[src/rtl/ifa_pkg.sv]
package ifa_pkg;
    typedef enum logic [1:0] {
        ST_IDLE   = 2'd0,
        ST_FIRST  = 2'd1,
        ST_SECOND = 2'd2,
        ST_HOLD   = 2'd3
    } ifa_state_e;

    localparam int ILEN = 32;
    localparam int HLEN = ILEN / 2;
endpackage

[src/rtl/ifa_half_sel.sv]
module ifa_half_sel #(
    parameter int HW = 16
) (
    input  logic [2*HW-1:0] word,
    input  logic            upper,
    output logic [HW-1:0]   half
);
    always_comb begin
        half = upper ? word[2*HW-1:HW] : word[HW-1:0];
    end
endmodule

[src/rtl/ifa_len_chk.sv]
module ifa_len_chk (
    input  logic [1:0] low_bits,
    output logic       is_full
);
    always_comb begin
        is_full = (low_bits == 2'b11);
    end
endmodule

[src/rtl/ifa_stitch.sv]
module ifa_stitch #(
    parameter int HW = 16
) (
    input  logic [HW-1:0]   lo,
    input  logic [HW-1:0]   hi,
    input  logic            full,
    output logic [2*HW-1:0] instr,
    output logic            compressed
);
    always_comb begin
        compressed = ~full;
        instr      = full ? {hi, lo} : {{HW{1'b0}}, lo};
    end
endmodule

[src/rtl/ifetch_align.sv]
module ifetch_align
    import ifa_pkg::*;
#(
    parameter int PC_W = 32
) (
    input  logic            clk,
    input  logic            rst_n,
    input  logic            req_valid,
    output logic            req_ready,
    input  logic [PC_W-1:0] req_pc,
    output logic            mem_rd_en,
    output logic [PC_W-1:0] mem_addr,
    input  logic [ILEN-1:0] mem_rd_data,
    output logic            out_valid,
    input  logic            out_ready,
    output logic [ILEN-1:0] out_instr,
    output logic            out_compressed,
    output logic            out_misaligned
);
    localparam int WBYTES = ILEN / 8;
    localparam int WOFS   = $clog2(WBYTES);
    localparam int WA_W   = PC_W - WOFS;

    ifa_state_e state_q, state_d;

    logic [PC_W-1:1] pc_q;
    logic [HLEN-1:0] lo_q;
    logic [ILEN-1:0] instr_q;
    logic            comp_q;
    logic            mis_q;

    logic [HLEN-1:0] cur_half;
    logic            cur_full;
    logic [HLEN-1:0] lo_src;
    logic [HLEN-1:0] hi_src;
    logic            join_full;
    logic [ILEN-1:0] joined;
    logic            joined_comp;
    logic            accept;
    logic            straddle;
    logic            load_out;
    logic [WA_W-1:0] next_word;

    ifa_half_sel #(.HW(HLEN)) u_sel (
        .word  (mem_rd_data),
        .upper (pc_q[1]),
        .half  (cur_half)
    );

    ifa_len_chk u_len (
        .low_bits (cur_half[1:0]),
        .is_full  (cur_full)
    );

    ifa_stitch #(.HW(HLEN)) u_join (
        .lo         (lo_src),
        .hi         (hi_src),
        .full       (join_full),
        .instr      (joined),
        .compressed (joined_comp)
    );

    always_comb begin
        lo_src    = (state_q == ST_SECOND) ? lo_q : cur_half;
        hi_src    = (state_q == ST_SECOND) ? mem_rd_data[HLEN-1:0]
                                           : mem_rd_data[ILEN-1:HLEN];
        join_full = (state_q == ST_SECOND) ? 1'b1 : cur_full;
        next_word = pc_q[PC_W-1:WOFS] + {{(WA_W-1){1'b0}}, 1'b1};
        accept    = (state_q == ST_IDLE) && req_valid;
        straddle  = (state_q == ST_FIRST) && cur_full && pc_q[1];
    end

    // state register
    always_ff @(posedge clk) begin
        if (!rst_n) state_q <= ST_IDLE;
        else        state_q <= state_d;
    end

    // next state and memory strobes
    always_comb begin
        state_d   = state_q;
        mem_rd_en = 1'b0;
        mem_addr  = {req_pc[PC_W-1:WOFS], {WOFS{1'b0}}};
        load_out  = 1'b0;
        unique case (state_q)
            ST_IDLE: begin
                if (req_valid) begin
                    if (req_pc[0]) begin
                        state_d  = ST_HOLD;
                        load_out = 1'b1;
                    end else begin
                        state_d   = ST_FIRST;
                        mem_rd_en = 1'b1;
                    end
                end
            end
            ST_FIRST: begin
                if (straddle) begin
                    state_d   = ST_SECOND;
                    mem_rd_en = 1'b1;
                    mem_addr  = {next_word, {WOFS{1'b0}}};
                end else begin
                    state_d  = ST_HOLD;
                    load_out = 1'b1;
                end
            end
            ST_SECOND: begin
                state_d  = ST_HOLD;
                load_out = 1'b1;
            end
            ST_HOLD: begin
                if (out_ready) state_d = ST_IDLE;
            end
            default: state_d = ST_IDLE;
        endcase
    end

    // data path registers
    always_ff @(posedge clk) begin
        if (!rst_n) begin
            pc_q    <= '0;
            lo_q    <= '0;
            instr_q <= '0;
            comp_q  <= 1'b0;
            mis_q   <= 1'b0;
        end else begin
            if (accept) pc_q <= req_pc[PC_W-1:1];
            if (straddle) lo_q <= cur_half;
            if (load_out) begin
                if (accept) begin
                    instr_q <= '0;
                    comp_q  <= 1'b0;
                    mis_q   <= 1'b1;
                end else begin
                    instr_q <= joined;
                    comp_q  <= joined_comp;
                    mis_q   <= 1'b0;
                end
            end
        end
    end

    // outputs
    always_comb begin
        req_ready      = (state_q == ST_IDLE);
        out_valid      = (state_q == ST_HOLD);
        out_instr      = instr_q;
        out_compressed = comp_q;
        out_misaligned = mis_q;
    end
endmodule

[config.mk]
export PLATFORM = sky130hd
export DESIGN_NAME = ifetch_align
export DESIGN_NICKNAME = d
export VERILOG_FILES = /design/src/rtl/ifa_pkg.sv /design/src/rtl/ifa_half_sel.sv /design/src/rtl/ifa_len_chk.sv /design/src/rtl/ifa_stitch.sv /design/src/rtl/ifetch_align.sv
export SDC_FILE = /design/constraint.sdc
export NUM_CORES = 1
export LEC_CHECK = 0
export ABC_AREA = 1
export CELL_PAD_IN_SITES_DETAIL_PLACEMENT = 0
export CELL_PAD_IN_SITES_GLOBAL_PLACEMENT = 1
export CORE_AREA = 2 2 100 151
export DETAILED_ROUTE_END_ITERATION = 10
export DIE_AREA = 0 0 102 153
export PLACE_DENSITY_LB_ADDON = 0.05
export SLEW_MARGIN = 20
export SYNTH_ARGS = -nofsm -noshare
export SYNTH_HDL_FRONTEND = slang
export SYNTH_SLANG_ARGS = --single-unit
[constraint.sdc]
create_clock -name clk -period 2.6 [get_ports clk]
set_input_delay 0.52 -clock clk [delete_from_list [all_inputs] [get_ports clk]]
set_output_delay 0.52 -clock clk [all_outputs]
set_load 0.005 [all_outputs]
After elaboration in Yosys (flattened, before gate mapping)

Cells that the tools add are included.

Bits in writable memories: 0
Register bits after elaboration: 83
Memories kept: 0
ROM bits: 0
Logic and storage cells: 42
Bits in latches: 0
Output and inout port bits: 69

Mux-type cells: 23
Order comparisons: 0
Equal/unequal tests: 6
Divide/modulo/power cells: 0
Add/sub/neg operators: 1
Bitwise operators: 1
Multiply operators: 0
Shifts and indexed selects: 0
Reductions and logical operators: 5

Operator list:

| kind                                                            | number |
|---|---|
| 32-bit 2-to-1 mux                                               | 4 |
| 16-bit 2-to-1 mux                                               | 3 |
| 30-bit by 1-bit adder with 30-bit output, second input constant | 1 |
| 1-bit 2-to-1 mux                                                | 10 |
| 2-bit case mux with 4 select lines                              | 1 |
| 2-bit == test, second input constant                            | 3 |
| 2-bit 2-to-1 mux                                                | 3 |
| 1-bit logical AND                                               | 3 |
| 1-bit case mux with 3 select lines                              | 1 |
| 2-bit by 1-bit == test with 1-bit output, second input constant | 1 |
| 2-bit logical NOT                                               | 1 |
| 2-bit by 1-bit != test with 1-bit output, second input constant | 1 |
| 2-bit != test, second input constant                            | 1 |
| 1-bit case mux with 2 select lines                              | 1 |
| 2-bit AND reduction                                             | 1 |
| 1-bit NOT                                                       | 1 |

Logic depth before layout (Yosys ltp)

Depth in word-level cells: 6
Depth in mapped cells: 12

Hierarchy

From an unflattened synthesis, not the netlist that was laid out.

Cells, all modules: 955
Area total of the unflattened synthesis: 5496.5 µm²

By module, submodules not included:

| module       | instances | area each (µm²) | cells an instance |
|---|---|---|---|
| ifetch_align | 1         | 4972.3          | 850 |
| ifa_stitch   | 1         | 272.8           | 51 |
| ifa_half_sel | 1         | 244.0           | 52 |
| ifa_len_chk  | 1         | 7.5             | 2 |

Least setup slack after synthesis

No wires, ideal clock.

Path type: reg-to-output
Start: reg pc_q[2] (netlist bit)
End: out mem_addr[16]
Arrival: 1345 ps
Path buffers: 0
Slack: 735 ps
Data required time: 2080 ps
Stages on the path, launching flop included: 8
Cell sequence: dfxtp_1 > ha_1 > nand3_1 > nor2_1 > nand3_1 > xnor2_1 > nand2_1 > nand2_1

Word-level cells in the longest chain between the ends: 3

RTL lines:

| item                                     | line                | RTL |
|---|---|---|
| from (decl)                              | ifetch_align.sv:26  | `logic [PC_W-1:1] pc_q;` |
| from (signal assigned)                   | ifetch_align.sv:127 | `if (accept) pc_q <= req_pc[PC_W-1:1];` |
| 30-bit by 1-bit adder with 30-bit output | ifetch_align.sv:68  | `next_word = pc_q[PC_W-1:WOFS] + {{(WA_W-1){1'b0}}, 1'b1};` |
| 32-bit 2-to-1 mux                        | ifetch_align.sv:98  | `if (straddle) begin` |
| 32-bit 2-to-1 mux                        | ifetch_align.sv:85  | `unique case (state_q)` |
| to (decl)                                | ifetch_align.sv:12  | `output logic [PC_W-1:0] mem_addr,` |

Every way passes these cells.

Final worst setup path

Start: in mem_rd_data[16]
End: out mem_addr[5]

Word-level cells in the longest chain between the ends: 6

RTL lines:

| item                            | line               | RTL |
|---|---|---|
| from (decl)                     | ifetch_align.sv:13 | `input logic [ILEN-1:0] mem_rd_data,` |
| 16-bit 2-to-1 mux               | ifa_half_sel.sv:9  | `half = upper ? word[2*HW-1:HW] : word[HW-1:0];` |
| 2-bit == test                   | ifa_len_chk.sv:6   | `is_full = (low_bits == 2'b11);` |
| 1-bit logical AND (2 in series) | ifetch_align.sv:70 | `straddle = (state_q == ST_FIRST) && cur_full && pc_q[1];` |
| 32-bit 2-to-1 mux               | ifetch_align.sv:98 |  |
| 32-bit 2-to-1 mux               | ifetch_align.sv:85 |  |

Every way passes these cells.

==> run_results.csv <==
group,metric,value,unit
cells_and_area,drive_gt1_share,11.2,%
clocking,clk_latency,0.34,ns
floorplan,die_y,153,um
global_routing,grt_remaining_overflow,0,
cells_and_area,nNetsFinal,1060,
sta,relSlewSlack,65.6,%
sta,skew,0.00904,ns
hold_path,hold_class,"flop to flop",
global_routing,track_usage,23.0,%
pwr,power.leakage,0.00314,uW
route,drc,0,
placement,dp_hpwl,13.6,mm
global_routing,antenna_found_initial,0,
cells_and_area,diodes,0,
synthesis,synth.cell_area,0.00507,sq mm
pwr,p_seq_share,29.3,%
global_routing,grt_first_pass_wirelength,28.0,mm
route,wire_per_inst,14.8,um
global_routing,grt_pass1_vias,5680,
pwr,p_sw,2710,uW
sta,hold_slack,0.452,ns
global_routing,grt_max_degree,47,
cells_and_area,final_common_cell,"nand2_1",
route,drt_pass1_iterations,5,
pwr,irDropWorstVdd,0.000569,V
sta,fmax,0.402,GHz
sta,setup_violations,0,
worst_setup_path,crit_arrival,1.97,ns
placement,gp_congestion,0.882,
route,drt_iter0_drc,178,
clocking,cts-root-buf,"clkbuf_16",
sta,finalCritPeriodShare,95.8,%
worst_setup_path,cpLargestDelayFamily,"buffers and inverters",
cells_and_area,layout_common_cells,"nand2_1, nor2_1, clkdlybuf4s50_1",
sta,hold_viol_final,0,
synthesis,synth_cell_type_count,30,
worst_setup_path,critical_path_class,"input pin to output port",
clocking,cts_max_level,3,
pwr,p_comb_share,47.9,%
worst_setup_path,critPathRequiredTime,2.08,ns
clocking,cts_buffer_depth,2,
worst_setup_path,path_common_cell,"nand2_1",
worst_setup_path,critPathBufInv,4,
pwr,p_sw_share,39.6,%
sta,rsz0062_at_grt,"false",
sta,fin_crit,2.49,ns
cells_and_area,area_delta_synth_final,43.6,%
pwr,p_per_area,939,mW/mm^2
placement,portBuffers,134,
synthesis,ys_seq_area_share,32.8,%
hold_path,hold_path.startpoint,"lo_q[14]",
route,ant_nets,0,
synthesis,ys_ff_latch,83,
route,num_vias,5752,
placement,place_ws,-0.256,ns
flow_run,maxCapViolCount,0,
floorplan,die_x,102,um
worst_setup_path,crit_path_max_fanout,26,
synthesis,ys.warnings.count,0,
sta,finalMaxSlewViolations,0,
worst_setup_path,cp-start-kind,"input pin",
worst_setup_path,crit_path_start,"mem_rd_data[16]",
worst_setup_path,cp_slowest_stage_delay,0.48,ns
worst_setup_path,cp_cell_sequence,"clkdlybuf4s50_1 -> nand2_1 -> nand2_1 -> nand2_2 -> buf_4 -> buf_12 -> nand2_1 -> nand2_1 -> dlygate4sd2_1",
clocking,clk_pin_slew,0.07,ns
floorplan,die_area,0.0156,sq mm
synthesis,postSynthAreaPerCell,6.00,sq um
sta,tightest_slew,0.515,ns
worst_setup_path,slowest_stage,"clkdlybuf4s50_1",
synthesis,synthCells,844,
outcome,outcome,"finished clean",
sta,layout_setup_ws,0.110,ns
floorplan,num_io_pins,137,
clocking,cts_tree,"done",
pwr,p_int,4130,uW
clocking,cts_buffers,9,
cells_and_area,fillers,1560,
floorplan,rows,54,
pwr,clkPwrFrac,22.8,%
route,routed_via_density,4.84,
floorplan,core_area,0.0143,sq mm
floorplan,start_util,35.4,%
worst_setup_path,r2r_start,"state_q[0]",
worst_setup_path,end_kind,"output port",
route,routed_wl,17.6,mm
clocking,numClockSinks,83,
worst reg2reg max path, delay by kind of cell (launching register included):
| family | cells | cell delay, ns |
|---|---|---|
| adder cells (fa/ha/maj) | 1 | 0.24 |
| buffers and inverters | 3 | 0.46 |
| flip-flops | 1 | 0.40 |
| AND/OR/NAND/NOR | 7 | 0.97 |
cell families (layout without fill, tap and decap cells):
| group | after synthesis | count (layout) | synth area share (%) |
|---|---|---|---|
| adder cells (fa/ha/maj) | 5 | 5 | 1.23 |
| other | 1 | 2 | 0.0740 |
| buffers and inverters | 114 | 261 | 9.36 |
| AO/OA/AOI/OAI | 139 | 139 | 14.7 |
| AND/OR/NAND/NOR | 485 | 485 | 38.8 |
| multiplexers | 4 | 4 | 0.790 |
| flip-flops | 83 | 83 | 32.8 |
| XOR/XNOR | 13 | 13 | 2.25 |
routing by layer:
metal	routed length [um]	vias to the layer above	GRT usage [%]
met5	0	-	0
met4	638	0	10.7
met3	605	35	3.11
met2	9850	150	44.1
met1	6510	2608	23.6
li1	-	2959	-
path summary, 6_finish.rpt:
check	depth (start not counted)	endpoint	slack [ns]
max	9	mem_addr[5]	0.11
min	2	lo_q[14]	0.45
max reg2reg	11	out_compressed	0.43
min reg2reg	2	lo_q[14]	0.45
state kept, by name, summed over array words and instances (netlist names):
signal	cells
out_compressed	1
out_misaligned	1
state_q	2
out_instr	32
lo_q	16
pc_q	31
timing repair:
item                       4_1_cts  5_1_grt
setup buffers                    3        0
setup endpoints to repair       31        7
resized for setup               89        8
pin swaps                       12        1
hold buffers                     0        0
final cells by class:
cell class                      instances  area [sq um]  area share (%)
Clock inverter                          7           130            1.79
Tap cell                              196           245            3.37
Multi-Input combinational cell        648          3020            41.5
Timing Repair Buffer                  183          1730            23.8
Inverter                               62           233            3.20
Clock buffer                            9           225            3.09
Sequential cell                        83          1690            23.2
cells in the mapped netlist (all sizes together):
library cell,instances,area (sq um)
clkinv,1,3.75
nand2,253,962
or2,1,6.26
xor2,4,35.0
nor2,174,653
inv,61,229
buf,26,144
a21o,5,37.5
mux2i,4,40.0
clkbuf,26,97.6
xnor2,9,78.8
o21ai,85,425
a21oi,35,175
nand4,14,87.6
nand3b,12,90.1
nor3,1,5.00
nand3,29,158
and2,1,6.26
a211oi,9,67.6
conb,1,3.75
dfxtp,83,1660
ha,5,62.6
o211ai,5,37.5
stage by stage:
| stage | TNS [ns] | power [uW] | std cells | cell area, sq um | util, % |
|---|---|---|---|---|---|
| after floorplan | 0 | 3990 | 845 | 5070 | - |
| after global placement | -3.35 | 5240 | 1169 | 6790 | 47.4 |
| after detailed placement | -3.86 | 5300 | 1169 | 6790 | 47.4 |
| after CTS | 0 | 6910 | 1188 | 7280 | 50.8 |
| after global routing | 0 | 7420 | 1188 | 7280 | 50.8 |
| final | 0 | 6830 | 1188 | 7280 | 50.8 |
power groups by stage:
stage | logic, uW | registers, uW | clock network [uW]
final | 3270 | 2000 | 1560
after global routing | 3720 | 2060 | 1650
after CTS | 3310 | 2000 | 1600
after detailed placement | 3290 | 2000 | 0
after global placement | 3250 | 1990 | 0
after floorplan | 2030 | 1960 | 0
No activity file was read; power rests on OpenSTA's default activity.
